`src/rtl/rev_prims.sv`:
```
`timescale 1ns/1ps
module rg_peres (
  input  logic a,
  input  logic b,
  input  logic c,
  output logic p,
  output logic q,
  output logic r
);
  assign p = a;
  assign q = a ^ b;
  assign r = (a & b) ^ c;
endmodule

module rg_toffoli (
  input  logic a,
  input  logic b,
  input  logic c,
  output logic p,
  output logic q,
  output logic r
);
  assign p = a;
  assign q = b;
  assign r = (a & b) ^ c;
endmodule

module rg_fadd4 (
  input  logic a,
  input  logic b,
  input  logic c,
  input  logic d,
  output logic p,
  output logic q,
  output logic r,
  output logic s
);
  assign p = a;
  assign q = b;
  assign r = a ^ b ^ c;
  assign s = ((a ^ b) & c) ^ (a & b) ^ d;
endmodule

```
`src/rtl/revmul4x4.sv`:
```
`timescale 1ns/1ps
module revmul4x4 (
  input  logic [3:0]  a_op,
  input  logic [3:0]  b_op,
  output logic [7:0]  prod,
  output logic [27:0] garbage
);
  logic [3:0]  xw [4];
  logic [3:0]  yw [4];
  logic [3:0]  pp [4];
  logic [7:0]  gpp;
  logic [3:0]  gha;
  logic [15:0] gfa;

  for (genvar i = 0; i < 4; i++) begin : g_row
    for (genvar j = 0; j < 4; j++) begin : g_col
      if (j == 0) begin : g_xin
        assign xw[i][0] = a_op[i];
      end
      if (i == 0) begin : g_yin
        assign yw[0][j] = b_op[j];
      end
      if (i < 3 && j < 3) begin : g_keep
        rg_toffoli u_g (.a(xw[i][j]), .b(yw[i][j]), .c(1'b0),
                        .p(xw[i][j+1]), .q(yw[i+1][j]), .r(pp[i][j]));
      end else if (i == 3 && j < 3) begin : g_lastrow
        rg_peres u_g (.a(xw[i][j]), .b(yw[i][j]), .c(1'b0),
                      .p(xw[i][j+1]), .q(gpp[j]), .r(pp[i][j]));
      end else if (i < 3) begin : g_lastcol
        rg_peres u_g (.a(yw[i][j]), .b(xw[i][j]), .c(1'b0),
                      .p(yw[i+1][j]), .q(gpp[3+i]), .r(pp[i][j]));
      end else begin : g_corner
        rg_peres u_g (.a(xw[i][j]), .b(yw[i][j]), .c(1'b0),
                      .p(gpp[6]), .q(gpp[7]), .r(pp[i][j]));
      end
    end
  end

  logic c1, s2a, c2a, c2b;
  logic s3a, c3a, s3b, c3b, c3c;
  logic s4a, c4a, s4b, c4b, c4c;
  logic s5a, c5a, c5b;

  assign prod[0] = pp[0][0];

  rg_peres u_ha1 (.a(pp[0][1]), .b(pp[1][0]), .c(1'b0),
                  .p(gha[0]), .q(prod[1]), .r(c1));

  rg_fadd4 u_fa2a (.a(pp[0][2]), .b(pp[1][1]), .c(pp[2][0]), .d(1'b0),
                   .p(gfa[0]), .q(gfa[1]), .r(s2a), .s(c2a));
  rg_peres u_ha2 (.a(s2a), .b(c1), .c(1'b0),
                  .p(gha[1]), .q(prod[2]), .r(c2b));

  rg_fadd4 u_fa3a (.a(pp[0][3]), .b(pp[1][2]), .c(pp[2][1]), .d(1'b0),
                   .p(gfa[2]), .q(gfa[3]), .r(s3a), .s(c3a));
  rg_fadd4 u_fa3b (.a(pp[3][0]), .b(s3a), .c(c2a), .d(1'b0),
                   .p(gfa[4]), .q(gfa[5]), .r(s3b), .s(c3b));
  rg_peres u_ha3 (.a(s3b), .b(c2b), .c(1'b0),
                  .p(gha[2]), .q(prod[3]), .r(c3c));

  rg_fadd4 u_fa4a (.a(pp[1][3]), .b(pp[2][2]), .c(pp[3][1]), .d(1'b0),
                   .p(gfa[6]), .q(gfa[7]), .r(s4a), .s(c4a));
  rg_fadd4 u_fa4b (.a(s4a), .b(c3a), .c(c3b), .d(1'b0),
                   .p(gfa[8]), .q(gfa[9]), .r(s4b), .s(c4b));
  rg_peres u_ha4 (.a(s4b), .b(c3c), .c(1'b0),
                  .p(gha[3]), .q(prod[4]), .r(c4c));

  rg_fadd4 u_fa5a (.a(pp[2][3]), .b(pp[3][2]), .c(c4a), .d(1'b0),
                   .p(gfa[10]), .q(gfa[11]), .r(s5a), .s(c5a));
  rg_fadd4 u_fa5b (.a(s5a), .b(c4b), .c(c4c), .d(1'b0),
                   .p(gfa[12]), .q(gfa[13]), .r(prod[5]), .s(c5b));

  rg_fadd4 u_fa6 (.a(pp[3][3]), .b(c5a), .c(c5b), .d(1'b0),
                  .p(gfa[14]), .q(gfa[15]), .r(prod[6]), .s(prod[7]));

  assign garbage = {gfa, gha, gpp};
endmodule

```
`config.mk`:
```
export PLATFORM = sky130hd
export DESIGN_NAME = revmul4x4
export DESIGN_NICKNAME = d
export VERILOG_FILES = /design/src/rtl/rev_prims.sv /design/src/rtl/revmul4x4.sv
export SDC_FILE = /design/constraint.sdc
export NUM_CORES = 1
export LEC_CHECK = 0
export BUFFER_PORTS_ARGS = -buffer_cell sky130_fd_sc_hd__buf_4
export CAP_MARGIN = 25
export CORE_MARGIN = 2
export CORE_UTILIZATION = 45
export DETAILED_ROUTE_END_ITERATION = 12
export PLACE_DENSITY_LB_ADDON = 0.15
export SKIP_LAST_GASP = 1
export SLEW_MARGIN = 25
export SYNTH_ARGS = -nofsm -noshare
export SYNTH_HDL_FRONTEND = slang
export SYNTH_SLANG_ARGS = --single-unit
```
`constraint.sdc`:
```
create_clock -name vclk -period 4.5
set_clock_uncertainty 0.15 [all_clocks]
set_input_delay 0.45 -clock vclk [all_inputs]
set_output_delay 0.45 -clock vclk [all_outputs]
set_load 0.005 [all_outputs]
```
==> results of run 1 <==
-- critical path: cells and delay by family --
| family | cells | cell delay, ps |
|---|---|---|
| adders and majority gates | 7 | 2630 |
| buffers and inverters | 4 | 400 |
-- logic make-up after synthesis --
kind of cell / Yosys count / synth area share [%]
adders and majority gates: 19 / 45.2
buffers and inverters: 45 / 46.2
and+or+nand+nor: 9 / 8.55
-- stage by stage --
step	setup slack, ps	instance area, sq um
CTS	385	737
global route	295	737
detailed placement	388	737
floorplan	682	658
global placement	505	737
finish	423	737
-- per-layer routing --
metal / share of wire [%] / GRT usage (%)
met1: 35 / 17.2
met2: 55 / 24.0
met3: 9.4 / 1.29
met4: 0 / 0
met5: 0 / 0
-- synth_stat cells --
master  count  area (sq um)
buf_4      36           270
ha_1       11           138
and2_1      9          56.3
inv_1       9          33.8
fa_1        8           160
-- worst min path at each step --
stage | startpoint | endpoint | slack [ps] | cells after the start
after floorplan | a_op[3] | garbage[6] | 830 | 1
after global placement | a_op[3] | garbage[6] | 970 | 2
after CTS | a_op[3] | garbage[6] | 970 | 2
after global routing | a_op[3] | garbage[6] | 980 | 2
final | a_op[3] | garbage[6] | 960 | 2
after detailed placement | a_op[3] | garbage[6] | 970 | 2
-- where the power goes --
| part | switching [uW] | internal, uW | leakage (uW) |
|---|---|---|---|
| registers | 0 | 0 | 0 |
| logic | 44.5 | 67.0 | 0.000440 |
| clock network | 0 | 0 | 0 |
| total | 44.5 | 67.0 | 0.000440 |
-- cell type report --
class | count | area, sq um
well taps | 15 | 18.8
repair buffers | 44 | 330
fillers | 142 | 597
multi-input cells | 28 | 354
inverters | 9 | 33.8
==> results.tsv, run 1 <==
metric	value	unit
status	completed	
vias per cell	4.38	
core area	0.00133	sq mm
final hold violation count	0	
Total Wirelength	1130	um
P_leak	0.000440	uW
Critical Path Max Stage Delay	530	ps
WP data arrival	3480	ps
layout cell share with drive strength beyond 1	54.3	%
NumNets Final	110	
Syn Inst Count	73	
post-cts sizing count	0	
GRT overflow	0	
critical path startpoint	a_op[0]	
worst hold path class	input port to primary output	
final hold slack	964	ps
crit-path cells	buf_4, ha_1, fa_1, fa_1, fa_1, ha_1, inv_1, fa_1, inv_1, fa_1, buf_4	
final core occ	55.3	%
unrepaired setup endpoints after global routing	no	
detailed-route via count	420	
row cnt	13	
antenna violations before repair	0	
Initial Util	49.3	%
crit path launch type	input port	
number of synthesis warnings	0	
height of the chip	42.2	um
HPWL after DPL	1110	um
total power	112	uW
hold buffer count at CTS	0	
Slew Limit Fails	0	
DRC	0	
# diodes	0	
commonest cells after routing, fill and taps aside	44 x buf_4, 11 x ha_1, 9 x inv_1, 9 x and2_1, 8 x fa_1	
Final Non-Filler Cells	96	
DRT iter0 DRCs	1	
routability cong.	0.752	
Critical Path End Type	primary output	
post-route clock period utilization	90.6	%
Worst EP required	3900	ps
GRT Total Usage	13.0	%
ANT nets after route	0	
DR WL/cell	11.8	um
Placed Cells	96	
achievable frequency	245	MHz
largest net degree at the start of global routing	6	
post-synthesis sequential area ratio	0	%
worst slew pin tran	147	ps
relative slew slack	90.2	%
Pwr Density	151	mW/mm^2
worst ir drop on vdd	0.0614	mV
Final setup viols	0	
Worst setup endpoint	prod[6]	
CP Class	input port to primary output	
cell area after synthesis	658	sq um
Syn Area/Cell	9.02	sq um
sequential cell area	0	sq um
Layout Area Growth over Synthesis	12.0	%
Critical-path top delay cell	fa_1	
Setup Fix Bufs, Post-CTS	0	
max-cap check violation count	0	
I/O Pins	44	
most common cell after layout, fill and taps aside	buf_4	
DIE AREA	0.00178	sq mm
Synth cell types	5	
Pre-antenna DRT Iters	2	
syn_nets	100	
Worst Path Max Fanout	4	
Min Clock Period, post-route	4080	ps
vias in the first global route	417	
IO buf count	44	
num sequential	0	
Clock buffer cells	0	
Final TNS setup	0	ps
die width	42.2	um
Most common cell on crit path	fa_1	
first-pass GRT wire length	1900	um
No activity file was read; power rests on OpenSTA's default activity.
==> run 2, diff against run 1 <==
RECOVER_POWER = 25   (was not set)
==> results.tsv, run 2 (synthesis gave the netlist of run 1 again) <==
metric	value	unit	change
Post-Place Setup Slack	388	ps	unchanged
final hold slack	1040	ps	+78.0 ps
achievable frequency	245	MHz	about the same
vias per cell	4.35		-0.48%
IO buf count	44		unchanged
Pwr Density	151	mW/mm^2	about the same
DRT iter0 DRCs	1		unchanged
height of the chip	42.2	um	unchanged
Total Wirelength	1130	um	unchanged
worst hold path class	input port to primary output		
total power	111	uW	-0.60%
crit-path cells	buf_4, ha_1, fa_1, fa_1, fa_1, ha_1, inv_1, fa_1, inv_1, fa_1, buf_4		
post-cts sizing count	0		unchanged
CP Class	input port to primary output		
routability cong.	0.752		unchanged
commonest cells after routing, fill and taps aside	41 x buf_4, 11 x ha_1, 9 x inv_1		
Min Clock Period, post-route	4080	ps	+0.726 ps
Layout Area Growth over Synthesis	11.4	%	
I/O Pins	44		unchanged
Initial Util	49.3	%	unchanged
sequential cell area	0	sq um	unchanged
Final setup viols	0		unchanged
# diodes	0		unchanged
row cnt	13		unchanged
DR WL/cell	11.8	um	unchanged
final hold violation count	0		unchanged
status	completed		
hold buffer count at CTS	0		unchanged
Critical-path top delay cell	fa_1		
GRT overflow	0		unchanged
Final TNS setup	0	ps	unchanged
worst ir drop on vdd	0.0613	mV	-0.18%
num sequential	0		unchanged
unrepaired setup endpoints after global routing	no		
WP data arrival	3480	ps	about the same
DIE AREA	0.00178	sq mm	unchanged
Worst Path Max Fanout	4		unchanged
ANT nets after route	0		unchanged
vias in the first global route	417		unchanged
GRT Total Usage	13.0	%	unchanged
core area	0.00133	sq mm	unchanged
Setup WS post-layout	422	ps	-0.726 ps
final core occ	55.0	%	-0.28 points
most common cell after layout, fill and taps aside	buf_4		
DRC	0		unchanged
met3 Use GR	1.29	%	unchanged
first-pass GRT wire length	1900	um	unchanged
Pre-antenna DRT Iters	2		unchanged
HPWL after DPL	1110	um	unchanged
Clock buffer cells	0		unchanged
Most common cell on crit path	fa_1		
Critical Path End Type	primary output		
antenna violations before repair	0		unchanged
die width	42.2	um	unchanged
Setup Fix Bufs, Post-CTS	0		unchanged
NumNets Final	110		unchanged
max-cap check violation count	0		unchanged
Worst EP required	3900	ps	about the same
relative slew slack	85.3	%	-4.9 points
largest net degree at the start of global routing	6		unchanged
detailed-route via count	418		-0.48%
post-route clock period utilization	90.6	%	about the same
P_leak	0.000431	uW	-2.0%
layout cell share with drive strength beyond 1	53.1	%	-1.2 points
crit path launch type	input port		
GRT busiest layer	met2		
GR Util met1	17.2	%	unchanged
Critical Path Max Stage Delay	530	ps	about the same
Slew Limit Fails	0		unchanged
worst slew pin tran	221	ps	+74.1 ps
GR Util met2	24.0	%	unchanged
[run 2: final timing paths]
check / start / endpoint / slack [ps] / cells after the start
max: a_op[0] / prod[6] / 420 / 11
min: a_op[3] / garbage[6] / 1040 / 2
[run 2: per-layer routing]
layer	vias to the layer above	share of wire (%)
li1	203	-
met1	192	35
met2	23	55
met3	0	9.5
met4	0	0
met5	-	0
[run 2: layout make-up]
type / instances / area, sq um
inverter: 9 / 33.8
fill: 141 / 601
tap: 15 / 18.8
timing repair buffer: 44 / 327
multi-input combinational: 28 / 354
[run 2: where the power goes]
group / switching (uW) / internal [uW] / leakage, uW
combinational: 44.6 / 66.2 / 0.000431
clock: 0 / 0 / 0
sequential: 0 / 0 / 0
[run 2: critical path, delay by kind of cell]
kind	cells	cell delay [ps]
buffers and inverters	4	400
adder cells (fa/ha/maj)	7	2630
[run 2: per-stage QoR]
stage / cells / instance area [sq um]
global placement: 96 / 737
detailed placement: 96 / 737
floorplan: 73 / 658
finish: 96 / 733
CTS: 96 / 737
global route: 96 / 733
==> run 3, diff against run 2 <==
CORE_MARGIN = 4   (was 2)
==> results.tsv, run 3 (synthesis gave the netlist of run 1 again) <==
metric	value	unit	change
max-cap check violation count	0		unchanged
Critical-path top delay cell	fa_1		
footprint of the multi-input gates	354	sq um	unchanged
row cnt	13		unchanged
commonest cells after routing, fill and taps aside	41 x buf_4, 11 x ha_1, 9 x inv_1		
Buf/Inv on CP	4		unchanged
Final TNS setup	0	ps	unchanged
vias per cell	4.26		-2.2%
final hold violation count	0		unchanged
# diodes	0		unchanged
GR Util met1	14.6	%	-2.6 points
antenna violations before repair	0		unchanged
routability cong.	0.698		-7.1%
detailed-route via count	409		-2.2%
sequential cell area	0	sq um	unchanged
fillers	135		-4.3%
Total Wirelength	1110	um	-1.6%
P_leak	0.000431	uW	unchanged
worst slew pin tran	228	ps	+6.97 ps
DRC	0		unchanged
delay-heaviest family, CP	adder cells		
unrepaired setup endpoints after global routing	no		
Pre-antenna DRT Iters	1		-1
Final setup viols	0		unchanged
register share of total power	0	%	unchanged
Slew Limit Fails	0		unchanged
height of the chip	46.2	um	+9.5%
Int Pwr	65.8	uW	-0.64%
vias in the first global route	403		-3.4%
relative slew slack	84.8	%	-0.46 points
Switching Share	40.1	%	-0.11 points
DRT iter0 DRCs	0		-1
largest net degree at the start of global routing	6		unchanged
DIE AREA	0.00214	sq mm	+20%
worst ir drop on vdd	0.0610	mV	-0.51%
Critical Path Max Stage Delay	520	ps	about the same
I/O Pins	44		unchanged
Initial Util	49.3	%	unchanged
post-route clock period utilization	89.7	%	-0.89 points
met3 Use GR	0	%	-1.3 points
Critical Path End Type	primary output		
Most common cell on crit path	fa_1		
power share of the clock group	0	%	unchanged
num sequential	0		unchanged
Setup Fix Bufs, Post-CTS	0		unchanged
Clock buffer cells	0		unchanged
Psw	44.2	uW	-1.1%
Pwr Density	150	mW/mm^2	-0.82%
DR WL/cell	11.6	um	-1.6%
worst hold path class	input port to primary output		
NumNets Final	110		unchanged
final core occ	55.0	%	unchanged
CP Class	input port to primary output		
Layout Area Growth over Synthesis	11.4	%	unchanged
first-pass GRT wire length	1770	um	-6.9%
WP data arrival	3440	ps	-40 ps
GR Util met2	20.3	%	-3.7 points
HPWL after DPL	1090	um	-1.3%
GRT Total Usage	10.8	%	-2.2 points
core area	0.00133	sq mm	unchanged
crit-path cells	buf_4, ha_1, fa_1, fa_1, fa_1, ha_1, inv_1, fa_1, inv_1, fa_1, buf_4		
Worst EP required	3900	ps	about the same
layout cell share with drive strength beyond 1	53.1	%	unchanged
GRT busiest layer	met2		
most common cell after layout, fill and taps aside	buf_4		
Worst Path Max Fanout	4		unchanged
achievable frequency	248	MHz	+1.0%
die width	46.2	um	+9.5%
IO buf count	44		unchanged
status	completed		
Comb pwr share	100.0	%	about the same
post-cts sizing count	0		unchanged
hold buffer count at CTS	0		unchanged
GRT overflow	0		unchanged
ANT nets after route	0		unchanged
Min Clock Period, post-route	4040	ps	-40.2 ps
crit path launch type	input port		
-- run 3: final timing paths --
check | start | slack [ps] | endpoint | cells after the start
max | a_op[0] | 460 | prod[6] | 11
min | a_op[3] | 1050 | garbage[6] | 2
-- run 3: power groups by stage --
stage | clock network [uW] | registers (uW) | logic [uW]
global route | 0 | 0 | 124
CTS | 0 | 0 | 114
detailed placement | 0 | 0 | 114
finish | 0 | 0 | 110
floorplan | 0 | 0 | 92.4
global placement | 0 | 0 | 111
-- run 3: stage by stage --
step                      area [sq um]  hold slack (ps)  setup slack, ps  std cells  total power [uW]
after floorplan                    658              831              682         73              92.4
after global placement             737              969              490         96               111
after detailed placement           737              971              425         96               114
after CTS                          737              971              439         96               114
after global routing               733             1080              338         96               124
final                              733             1050              462         96               110
-- run 3: final cells by class --
cell class / instances / share of cell area (%)
inverters: 9 / 4.61
multi-input cells: 28 / 48.3
well taps: 15 / 2.56
repair buffers: 44 / 44.5
-- run 3: routing by layer --
layer / vias to the layer above / wire length, um
li1: 202 / -
met1: 184 / 459
met3: 0 / 112
met4: 0 / 0
met5: - / 0
met2: 23 / 541
